## config.mk

```make
export PLATFORM = sky130hd
export DESIGN_NAME = maskop_unit
export DESIGN_NICKNAME = d
export VERILOG_FILES = /design/src/rtl/maskop_pkg.sv /design/src/rtl/maskop_src_slot.sv /design/src/rtl/maskop_alu.sv /design/src/rtl/maskop_wr_stage.sv /design/src/rtl/maskop_unit.sv
export SDC_FILE = /design/constraint.sdc
export NUM_CORES = 1
export LEC_CHECK = 0
export BUFFER_PORTS_ARGS = -buffer_cell sky130_fd_sc_hd__buf_2
export CAP_MARGIN = 20
export CORE_ASPECT_RATIO = 0.75
export CORE_MARGIN = 2
export CORE_UTILIZATION = 35
export CTS_CLUSTER_SIZE = 28
export DETAILED_ROUTE_END_ITERATION = 10
export PLACE_DENSITY = 0.63
export SLEW_MARGIN = 20
export SYNTH_ARGS = -nofsm -noshare
export SYNTH_HDL_FRONTEND = slang
export SYNTH_SLANG_ARGS = --single-unit
export TNS_END_PERCENT = 20
```

## constraint.sdc

```tcl
create_clock -name clk -period 5.75 [get_ports clk]
set_input_delay 1.725 -clock clk [delete_from_list [all_inputs] [get_ports clk]]
set_output_delay 1.725 -clock clk [all_outputs]
set_load 0.1 [all_outputs]
```

## src/rtl/maskop_pkg.sv

```systemverilog
package maskop_pkg;

   typedef enum logic [1:0] {
      OPC_NOP = 2'd0,
      OPC_ADD = 2'd1,
      OPC_SUB = 2'd2,
      OPC_RSV = 2'd3
   } opc_e;

   localparam int PORT_A = 0;
   localparam int PORT_B = 1;

endpackage

```

## src/rtl/maskop_src_slot.sv

```systemverilog
module maskop_src_slot #(
   parameter int DATA_W = 16
) (
   input  logic              clk,
   input  logic              rst_n,
   input  logic              start_i,
   input  logic              need_i,
   input  logic [DATA_W-1:0] preset_i,
   output logic              req_o,
   input  logic              gnt_i,
   input  logic [DATA_W-1:0] data_i,
   output logic              ready_o,
   output logic [DATA_W-1:0] opnd_o
);

   logic              pend_q;
   logic              rdy_q;
   logic [DATA_W-1:0] val_q;

   always_ff @(posedge clk) begin
      if (!rst_n) begin
         pend_q <= 1'b0;
         rdy_q  <= 1'b0;
         val_q  <= '0;
      end else if (start_i) begin
         pend_q <= need_i;
         rdy_q  <= !need_i;
         val_q  <= need_i ? '0 : preset_i;
      end else if (pend_q && gnt_i) begin
         pend_q <= 1'b0;
         rdy_q  <= 1'b1;
         val_q  <= data_i;
      end
   end

   assign req_o   = pend_q;
   assign ready_o = rdy_q;
   assign opnd_o  = val_q;


   no_masked_req_chk: assert property (@(posedge clk) disable iff (!rst_n)
      (start_i && !need_i) |=> !req_o);


   req_hold_chk: assert property (@(posedge clk) disable iff (!rst_n)
      (req_o && !gnt_i && !start_i) |=> req_o);


   grant_latch_chk: assert property (@(posedge clk) disable iff (!rst_n)
      (req_o && gnt_i && !start_i) |=> (ready_o && !req_o && opnd_o == $past(data_i)));

endmodule

```

## src/rtl/maskop_alu.sv

```systemverilog
module maskop_alu
   import maskop_pkg::*;
#(
   parameter int DATA_W = 16
) (
   input  opc_e              opc_i,
   input  logic [DATA_W-1:0] a_i,
   input  logic [DATA_W-1:0] b_i,
   output logic [DATA_W-1:0] y_o
);

   always_comb begin
      unique case (opc_i)
         OPC_ADD: y_o = a_i + b_i;
         OPC_SUB: y_o = a_i - b_i;
         default: y_o = a_i;
      endcase
   end

endmodule

```

## src/rtl/maskop_wr_stage.sv

```systemverilog
module maskop_wr_stage #(
   parameter int DATA_W = 16
) (
   input  logic              clk,
   input  logic              rst_n,
   input  logic              load_i,
   input  logic [DATA_W-1:0] data_i,
   output logic              req_o,
   input  logic              gnt_i,
   output logic [DATA_W-1:0] data_o,
   output logic              done_o
);

   logic              req_q;
   logic [DATA_W-1:0] data_q;

   always_ff @(posedge clk) begin
      if (!rst_n) begin
         req_q  <= 1'b0;
         data_q <= '0;
      end else if (load_i) begin
         req_q  <= 1'b1;
         data_q <= data_i;
      end else if (req_q && gnt_i) begin
         req_q  <= 1'b0;
      end
   end

   assign req_o  = req_q;
   assign data_o = data_q;
   assign done_o = req_q && gnt_i;


   wr_hold_chk: assert property (@(posedge clk) disable iff (!rst_n)
      (req_o && !gnt_i) |=> (req_o && $stable(data_o)));

endmodule

```

## src/rtl/maskop_unit.sv

```systemverilog
module maskop_unit
   import maskop_pkg::*;
#(
   parameter int DATA_W  = 16,
   parameter int NUM_SRC = 3
) (
   input  logic                      clk,
   input  logic                      rst_n,
   input  logic                      issue_i,
   input  logic [1:0]                opcode_i,
   input  logic [NUM_SRC-1:0]        fetch_skip_i,
   input  logic                      zero_a_i,
   input  logic                      imm_valid_i,
   input  logic [DATA_W-1:0]         imm_data_i,
   output logic [NUM_SRC-1:0]        rd_req_o,
   input  logic [NUM_SRC-1:0]        rd_gnt_i,
   input  logic [NUM_SRC*DATA_W-1:0] rd_data_i,
   output logic                      wr_req_o,
   input  logic                      wr_gnt_i,
   output logic [DATA_W-1:0]         wr_data_o,
   output logic                      busy_o
);

   localparam int BUS_W = NUM_SRC * DATA_W;

   if (NUM_SRC < 2) begin : g_cfg_src
      $error("maskop_unit: NUM_SRC must be at least 2");
   end
   if (DATA_W < 1) begin : g_cfg_w
      $error("maskop_unit: DATA_W must be positive");
   end
   if (BUS_W != $bits(rd_data_i)) begin : g_cfg_bus
      $error("maskop_unit: read bus width mismatch");
   end

   logic              busy_q;
   logic              launched_q;
   opc_e              op_q;
   logic              accept;
   logic              fire;
   logic              wr_done;
   logic [NUM_SRC-1:0] ready;
   logic [DATA_W-1:0] opnd [NUM_SRC];
   logic [DATA_W-1:0] alu_y;

   assign accept = issue_i && !busy_q;

   for (genvar g = 0; g < NUM_SRC; g++) begin : g_src
      logic              need;
      logic [DATA_W-1:0] preset;

      if (g == PORT_A) begin : g_port_a
         assign need   = !fetch_skip_i[g] && !zero_a_i;
         assign preset = '0;
      end else if (g == PORT_B) begin : g_port_b
         assign need   = !fetch_skip_i[g] && !imm_valid_i;
         assign preset = fetch_skip_i[g] ? '0 : imm_data_i;
      end else begin : g_port_x
         logic [DATA_W-1:0] spare_unused;
         assign need         = !fetch_skip_i[g];
         assign preset       = '0;
         assign spare_unused = opnd[g];
      end

      maskop_src_slot #(
         .DATA_W(DATA_W)
      ) u_slot (
         .clk     (clk),
         .rst_n   (rst_n),
         .start_i (accept),
         .need_i  (need),
         .preset_i(preset),
         .req_o   (rd_req_o[g]),
         .gnt_i   (rd_gnt_i[g]),
         .data_i  (rd_data_i[g*DATA_W +: DATA_W]),
         .ready_o (ready[g]),
         .opnd_o  (opnd[g])
      );
   end

   assign fire = busy_q && !launched_q && (&ready);

   maskop_alu #(
      .DATA_W(DATA_W)
   ) u_alu (
      .opc_i(op_q),
      .a_i  (opnd[PORT_A]),
      .b_i  (opnd[PORT_B]),
      .y_o  (alu_y)
   );

   maskop_wr_stage #(
      .DATA_W(DATA_W)
   ) u_wr (
      .clk   (clk),
      .rst_n (rst_n),
      .load_i(fire),
      .data_i(alu_y),
      .req_o (wr_req_o),
      .gnt_i (wr_gnt_i),
      .data_o(wr_data_o),
      .done_o(wr_done)
   );

   always_ff @(posedge clk) begin
      if (!rst_n) begin
         busy_q     <= 1'b0;
         launched_q <= 1'b0;
         op_q       <= OPC_NOP;
      end else if (accept) begin
         busy_q     <= 1'b1;
         launched_q <= 1'b0;
         op_q       <= opc_e'(opcode_i);
      end else begin
         if (fire)    launched_q <= 1'b1;
         if (wr_done) busy_q     <= 1'b0;
      end
   end

   assign busy_o = busy_q;


   busy_set_chk: assert property (@(posedge clk) disable iff (!rst_n)
      (issue_i && !busy_o) |=> busy_o);


   busy_hold_chk: assert property (@(posedge clk) disable iff (!rst_n)
      (busy_o && !(wr_req_o && wr_gnt_i)) |=> busy_o);


   ignore_issue_chk: assert property (@(posedge clk) disable iff (!rst_n)
      (busy_o && issue_i) |=> (op_q == $past(op_q)));


   no_rd_during_wr_chk: assert property (@(posedge clk) disable iff (!rst_n)
      wr_req_o |-> (rd_req_o == '0));


   single_write_chk: assert property (@(posedge clk) disable iff (!rst_n)
      (wr_req_o && wr_gnt_i) |=> (!busy_o && !wr_req_o));


   idle_quiet_chk: assert property (@(posedge clk) disable iff (!rst_n)
      !busy_o |-> (!wr_req_o && rd_req_o == '0));

endmodule

```

==> summary.md <==
* final net count: 612
* maximum vdd drop: 147 uV
* Inst Count DP: 633
* Critical Path Start Type: flip-flop
* flip-flop and latch count after synthesis: 59
* drt first pass iters: 5
* post-synthesis cell type count: 38
* number of antenna violations at the first check in global routing: 0
* total of max-cap violations: 0
* share of post-route cells with drive strength above 1: 19.4%
* count of cells along the worst register-to-register path: 11
* HP Start: u_wr.data_o[14]
* Placed Instance Area: 0.00385 mm2
* Worst Max-Slew Pin Slew: 1.02 ns
* most common cell after layout, fill and taps aside: sky130_fd_sc_hd__nand2_1
* DRC violation count after routing: 0
* hold-fix buffer count after cts: 0
* pin count of the biggest net entering global routing: 47
* final count of hold timing violations: 0
* cell count along the critical path: 11
* critical path type: flip-flop to flip-flop
* Synth Warn #: 0
* overall routed net length: 8810 um
* area taken by multi-input logic gates: 0.00204 mm2
* unrepaired setup endpoints after global routing: no
* clock tree from TritonCTS: yes
* setup bufs post-CTS: 0
* sum of net half-perimeters after detailed placement: 6550 um
* final RePlAce weighted congestion: 0.779
* area added between synthesis and finish: 24.6%
* register area share after synthesis: 35.1%
* worst skew pair latency: 0.33 ns
* sequential standard cell area: 0.00118 mm2
* remaining antenna violation count: 0
* number of buffers on the longest clock path: 2
* count of flip-flops with a built-in enable after synthesis: 0
* cells along the critical path: or4_1 > and4bb_1 > a21oi_1 > xnor2_1 > ha_1 > nand2_1 > or4_1 > o21ai_1 > xnor2_1 > or3_1 > a31oi_1
* run status: finished clean
* net count after synthesis: 543
* achievable clock frequency: 287 MHz
* final critical-path setup slack: 2.26 ns
* class of the worst hold path: flip-flop to flip-flop
* r2r setup slk: 2.26 ns
* Filler Cells Inserted: 948
* number of cells on the worst hold path: 2
* total of cells resized after clock tree synthesis: 0
* final slew viol count: 0
* minimum clock period: 3.49 ns
* root buffer cell: sky130_fd_sc_hd__clkbuf_16
* ys flop type: sky130_fd_sc_hd__dfxtp_1
* capturing element type of the critical path: flip-flop
* Starting Density: 36.6%
* routed vias: 3232
* CP bufs+invs: 0
* total global-route track usage: 17.6%
* Critical Path AT: 3.74 ns
* startpoint of the worst register-to-register path: g_src[1].u_slot.opnd_o[3]
* most frequent cells in the layout: sky130_fd_sc_hd__nand2_1, sky130_fd_sc_hd__buf_2, sky130_fd_sc_hd__a21oi_1
* area of the core region: 0.00920 mm2
* count of H-tree levels built during CTS: 3
* mean post-synth cell area: 7.53 um2
* number of cell rows: 30
* final antenna diode count: 0
* Crit path max-delay family: simple AND/OR/NAND/NOR gates
* number of standard cells after synthesis: 447
* worst reg2reg path endpoint: u_wr.data_o[15]
* number of buffers inserted during clock tree synthesis: 9
* Max transition margin: 31.4%
* maximum fanout along the worst path: 6
* overall die height: 88.9 um
* power per cell area: 309 mW/mm2
* leakage power figure: 1.74 nW
* mapped cell area: 0.00337 mm2
* leftover overflow at the end of global routing: 0
* I/O pin total: 99
* Placement Setup Slack: 2.26 ns
* share of synthesized flip-flops with an asynchronous set or reset: 0%
* port buffer count: 82
* delay of the slowest critical-path stage: 0.59 ns
* Crit path required time: 6.00 ns
* overall power of the completed layout: 1.30 mW
* Clock Sink Count: 59
* per-cell via count in the routed design: 4.98
* Clock Skew: 0.00570 ns
* first-iteration detailed-routing DRC count: 197
* first-pass GRT wire length: 14300 um
* number of global-route vias before repair: 3009
* final-report setup violation count: 0
* clock transition time at the flip-flop clock pins of the worst setup and hold paths: 0.05 ns
* overall die area: 0.0104 mm2
* Avg WL per Cell: 13.6 um
* x dimension of the die: 117 um
* post-route cell area: 0.00420 mm2
* cell at the slowest stage of the critical path: sky130_fd_sc_hd__or4_1
* fraction of the cycle the final worst path needs: 60.7%
* final cell count without fillers: 649
* aggregate negative setup slack: 0 ns
* worst setup path startpoint: g_src[1].u_slot.opnd_o[3]
* Critical path destination: u_wr.data_o[15]
-- synth_stat cells (4+ instances only) --
master | n | area, um2
sky130_fd_sc_hd__nand2_1 | 85 | 319
sky130_fd_sc_hd__ha_1 | 17 | 213
sky130_fd_sc_hd__o21a_1 | 6 | 45.0
sky130_fd_sc_hd__xor2_1 | 9 | 78.8
sky130_fd_sc_hd__mux2i_1 | 6 | 60.1
sky130_fd_sc_hd__clkbuf_1 | 22 | 82.6
sky130_fd_sc_hd__o21ai_0 | 37 | 185
sky130_fd_sc_hd__nor2b_1 | 15 | 93.8
sky130_fd_sc_hd__nor2_1 | 26 | 97.6
sky130_fd_sc_hd__o211a_1 | 4 | 40.0
sky130_fd_sc_hd__nor3_1 | 8 | 40.0
sky130_fd_sc_hd__a31oi_1 | 6 | 37.5
sky130_fd_sc_hd__nor3b_1 | 6 | 45.0
sky130_fd_sc_hd__a21oi_1 | 71 | 355
sky130_fd_sc_hd__xnor2_1 | 19 | 166
sky130_fd_sc_hd__dfxtp_1 | 59 | 1180
sky130_fd_sc_hd__inv_1 | 14 | 52.6
-- tightest hold or removal path, stage by stage (launching register included) --
cell and delay (ns):
sky130_fd_sc_hd__dfxtp_1 0.30, sky130_fd_sc_hd__nand2_1 0.05, sky130_fd_sc_hd__o21ai_0 0.06
-- state kept, by name (all words and copies together), names as in the netlist --
name and cells:
g_src.u_slot.opnd_o 32, g_src.u_slot.req_o 3, launched_q 1, busy_o 1, u_wr.req_o 1, g_src.u_slot.ready_o 3, u_wr.data_o 16, op_q 2
-- stage by stage --
stage                     util [%]  hold WS [ns]
final                         45.6         0.454
after global placement        41.9         0.446
after detailed placement      41.9         0.453
after floorplan                  -         0.441
after CTS                     45.6         0.460
after global routing          45.6         0.482
-- final cells by class --
class,instances,share of cell area (%)
Sequential cell,59,28.2
Inverter,14,1.25
Tap cell,128,3.82
Clock buffer,11,5.79
Timing Repair Buffer,83,9.96
Multi-Input combinational cell,349,48.6
Clock inverter,5,2.39
-- cells by family (layout without fill, tap and decap cells) --
logic type | count (synthesis) | count (layout) | share of synthesized area, %
xor gates and xnor gates | 28 | 28 | 7.28
AOI/OAI and AO/OA | 142 | 142 | 23.6
DFF | 59 | 59 | 35.1
and+or+nand+nor | 155 | 155 | 20.7
buffers and inverters | 39 | 113 | 4.68
muxes | 6 | 6 | 1.78
adders and majority gates | 18 | 18 | 6.91
-- report_power, final --
group          switching, mW  internal [mW]
Combinational          0.147          0.101
Clock                  0.185          0.433
Sequential            0.0104          0.420
-- metal layers --
metal	global-route usage (%)	wire length, um	share of wire (%)	vias up
met5	0	0	0	-
met1	23.8	4330	49	1466
li1	-	-	-	1688
met2	28.2	3950	45	71
met3	5.49	467	5.3	7
met4	3.42	61	0.69	0
-- how the worst min path moves through the flow --
stage                                 endpoint  slack [ns]
finish                         u_wr.data_o[14]        0.45
CTS                            u_wr.data_o[14]        0.46
global placement                        busy_o        0.45
detailed placement             u_wr.data_o[14]        0.45
floorplan           g_src[0].u_slot.opnd_o[15]        0.44
global route                   u_wr.data_o[14]        0.48
Note: power is estimated with default switching activity, not from simulation.
